**config.mk**
```make
export PLATFORM = sky130hd
export DESIGN_NAME = latch_dec16
export DESIGN_NICKNAME = d
export VERILOG_FILES = /design/src/rtl/latch_dec16.sv
export SDC_FILE = /design/constraint.sdc
export NUM_CORES = 1
export LEC_CHECK = 0
export ABC_AREA = 1
export CAP_MARGIN = 5
export CORE_AREA = 2 2 39 41
export CTS_CLUSTER_DIAMETER = 50
export DETAILED_ROUTE_END_ITERATION = 6
export DIE_AREA = 0 0 41 43
export GPL_TIMING_DRIVEN = 0
export PLACE_DENSITY = 0.69
export SLEW_MARGIN = 10
export SYNTH_ARGS = -nofsm -noshare
export SYNTH_HDL_FRONTEND = slang
export SYNTH_SLANG_ARGS = --single-unit
```
**constraint.sdc**
```tcl
create_clock -name clk -period 2.06 [get_ports clk]
set_input_delay 0.412 -clock clk [delete_from_list [all_inputs] [get_ports clk]]
set_output_delay 0.412 -clock clk [all_outputs]
set_load 0.01 [all_outputs]
```
**src/rtl/latch_dec16.sv**
```systemverilog
module latch_dec16 #(
  parameter int SEL_W    = 4,
  parameter bit ACT_HIGH = 1'b1,
  localparam int NOUT    = 1 << SEL_W
) (
  input  logic             clk,
  input  logic             rst,
  input  logic             pass_en,
  input  logic [SEL_W-1:0] code_in,
  input  logic             blank,
  output logic [NOUT-1:0]  sel_out
);

  logic [SEL_W-1:0] code_q;
  logic             blank_q;
  logic [NOUT-1:0]  hot;

  always_ff @(posedge clk) begin
    if (rst) begin
      code_q  <= '0;
      blank_q <= 1'b0;
    end else begin
      if (pass_en) code_q <= code_in;
      blank_q <= blank;
    end
  end

  for (genvar i = 0; i < NOUT; i++) begin : g_line
    assign hot[i] = !blank_q && (code_q == SEL_W'(i));
  end

  if (ACT_HIGH) begin : g_hi
    assign sel_out = hot;
  end else begin : g_lo
    assign sel_out = ~hot;
  end

endmodule

```
==> summary.md <==
| Metric | Value |
|---|---|
| RR Startpoint | `code_q[1]$_SDFFE_PP0P_` |
| Worst Tran Pin Value | `about 210 ps` |
| Crit. End Element | `output pin` |
| Synth Area per Inst | `5.21 um2` |
| Initial antenna violation count | `0` |
| Critical path's largest stage delay | `550 ps` |
| Synth Area in Adders | `0` |
| Tcrit/Tclk final | `0.907` |
| Type of origin of the critical path | `register` |
| Worst Skew | `0 ps` |
| WL/cell | `7.77 um` |
| R2R setup slack | `1410 ps` |
| Initial DRC Count | `4` |
| DP Area | `563 um2` |
| Final setup viols | `0` |
| H-tree Lvls | `1` |
| Postcts setup bufs | `0` |
| Routed length on met1 | `299 um` |
| DP HPWL | `665 um` |
| Cts-stage hold buffer count | `0` |
| HP Class | `reg2reg` |
| Synth Warn # | `0` |
| Worst-path clk slew | `around 40 ps` |
| Share of layout cells above drive strength 1 | `0.0795` |
| CP Class | `reg2out` |
| Worst path buffer plus inverter count | `1` |
| Worst hold path startpoint | `code_q[2]$_SDFFE_PP0P_` |
| Rows | `14` |
| Root buffer cell | `clkbuf_4` |
| Slew Limit Headroom | `0.857` |
| Initial Utilization | `0.233` |
| Vias in the first global route | `373` |
| Sw Ratio | `0.276` |
| # nets final | `97` |
| Width of the die | `41 um` |
| Hold depth | `2` |
| DR vias/cell | `~4.3` |
| Area Overhead vs Synth | `82.6%` |
| Routed wl met3 | `39 um` |
| Worst R2R End | `code_q[1]$_SDFFE_PP0P_` |
| Leakage dissipation | `0.000264 uW` |
| Worst path slowest cell | `clkdlybuf4s50_1` |
| RSZ-0062 raised after global routing | `false` |
| CTS Sinks | `5` |
| Gpl congestion | `0.657` |
| FF-to-FF path depth | `2` |
| Seq/Total Area, Yosys | `0.310` |
| Die height | `43 um` |
| DRT antenna net count | `0` |
| Inst Count DP | `100` |
| Synth Cell Area | `323 um2` |
| Routed vias | `444` |
| First-pass GRT wire length | `around 1300 um` |
| Switching power | `81.6 uW` |
| Endpoint, Worst Hold | `code_q[2]$_SDFFE_PP0P_` |
| Crit-path cells | `nand3_1, nor2_1, clkdlybuf4s50_1` |
| # diodes | `0` |
| Final min period | `about 1900 ps` |
| Max Fclk | `roughly 540 MHz` |
| Post-synthesis cell count | `62` |
| Peak VDD IR | `between 0.2 and 0.3 mV` |
| Gate power share | `0.247` |
| Sum Neg Setup Slack | `0 ps` |
| I/O Pins | `24` |
| Syn Nets | `70` |
| Hold Fails Final Rpt | `0` |
| Mux share of post-synthesis cell area | `0` |
| Multi-input gate area | `around 180 um2` |
| Longest Clk Path Bufs | `2` |
| Status | `completed` |
| Seq pwr share | `0.375` |
| Req. time, crit path | `1650 ps` |
| Routed wire length | `just over 800 um` |
| Max-cap violations | `0` |
| Cell area after layout | `approximately 590 um2` |
| TritonCTS clock tree | `built` |
| Gr ovfl total | `0` |
| First-pass iteration count of the detailed router | `4` |
| Seq. cell area | `100 um2` |
| WL met2 | `440 um` |
| Max Slew Vio Count | `0` |
| CTS resizes | `0` |
| Worst path top cell family by delay | `buffers and inverters` |
| Final std cells w/o fill | `104` |
| CP arrival | `1460 ps` |
| Post-synthesis compound-gate area fraction | `0` |
| Largest net degree at the start of global routing | `9` |
| Number of buffers created by CTS | `3` |
| Worst-Skew Late Latency | `240 ps` |
| GRT Overall Usage | `0.114` |
| Xor/xnor share of the synthesized area | `0` |
| FILL cells | `164` |
| Power Density | `502 nW/um2` |
| Max FO, Critical Path | `6` |
| Port buffer count | `22` |
| Core outline area | `approximately 1400 um2` |
| Die area | `between 1500 and 2000 um2` |
| #FFs+latches synth | `5` |
| Synth Area in Simple Gates | `0.547` |
| Top sig layer | `met4` |
| Largest family of logic cells by synthesized area | `simple AND/OR/NAND/NOR gates` |
| Clk pwr share | `0.378` |
| Post-route DRC | `0` |
| Internal Pwr Total | `214 uW` |
| Yosys cell types | `7` |
[cells by family (layout without fill, tap and decap cells)]
group,after synthesis,after routing
flip-flops,5,5
buffers and inverters,12,38
AND/OR/NAND/NOR,45,45
[cells in the mapped netlist]
cell type | count | area share
nor2_1 | 25 | 0.29
nand2_1 | 14 | 0.16
inv_1 | 8 | 0.093
nand3_1 | 6 | 0.093
dfxtp_1 | 5 | 0.31
inv_2 | 3 | 0.035
buf_2 | 1 | 0.015
[worst register-to-register path, cell delays in order (launching register included)]
cell     delay [ps]
dfxtp_1         420
nor2_1           60
nor2_1          100
[power groups by stage]
| stage | registers [uW] | clock network [uW] | logic, uW |
|---|---|---|---|
| after detailed placement | 113 | 0 | 73.7 |
| after global placement | 112 | 0 | 72.3 |
| after CTS | 111 | 116 | 74.2 |
| after global routing | 112 | 119 | 82.8 |
| final | 111 | 112 | 73.0 |
| after floorplan | 111 | 0 | 39.2 |
[cell usage in the layout (no fill, tap or decap), drive strengths merged]
master	count
buf	1
dfxtp	5
clkdlybuf4s50	22
nor2	25
inv	11
nand2	14
nand3	6
clkbuf	4
[final cells by class]
type | count | share of cell area
plain buffers | 1 | 0.00849
clock buffers | 4 | 0.0446
inverters | 11 | 0.0701
multi-input cells | 45 | 0.299
flip-flops and latches | 5 | 0.170
well taps | 16 | 0.0340
repair buffers | 22 | 0.374
[through the flow]
stage	total power, uW	setup slack [ps]	utilization	hold slack [ps]
6_report	296	191	0.426	505
5_1_grt	314	73.1	0.426	539
4_1_cts	301	164	0.426	499
3_3_place_gp	185	457	0.407	495
3_5_place_dp	186	422	0.407	509
2_1_floorplan	150	979	-	475
[how the worst max path moves through the flow]
stage                                       from     endpoint  slack (ps)  cells after the start
after CTS                 code_q[2]$_SDFFE_PP0P_   sel_out[1]         160                      4
after detailed placement  code_q[2]$_SDFFE_PP0P_   sel_out[1]         420                      4
after floorplan               blank_q$_SDFF_PP0_   sel_out[0]         980                      3
after global routing      code_q[1]$_SDFFE_PP0P_  sel_out[10]          70                      3
after global placement        blank_q$_SDFF_PP0_   sel_out[0]         460                      4
final                     code_q[0]$_SDFFE_PP0P_   sel_out[9]         190                      3
[sequential cells by signal, indices dropped and copies added, names as in the netlist]
signal and cells:
blank_q 1, code_q 4
[per-layer routing]
| metal | up-vias | GRT usage |
|---|---|---|
| li1 | 232 | - |
| met5 | - | 0 |
| met1 | 194 | 0.123 |
| met2 | 13 | 0.178 |
| met4 | 0 | 0.100 |
| met3 | 5 | 0.0157 |
Power figures use the tool's default switching activity.
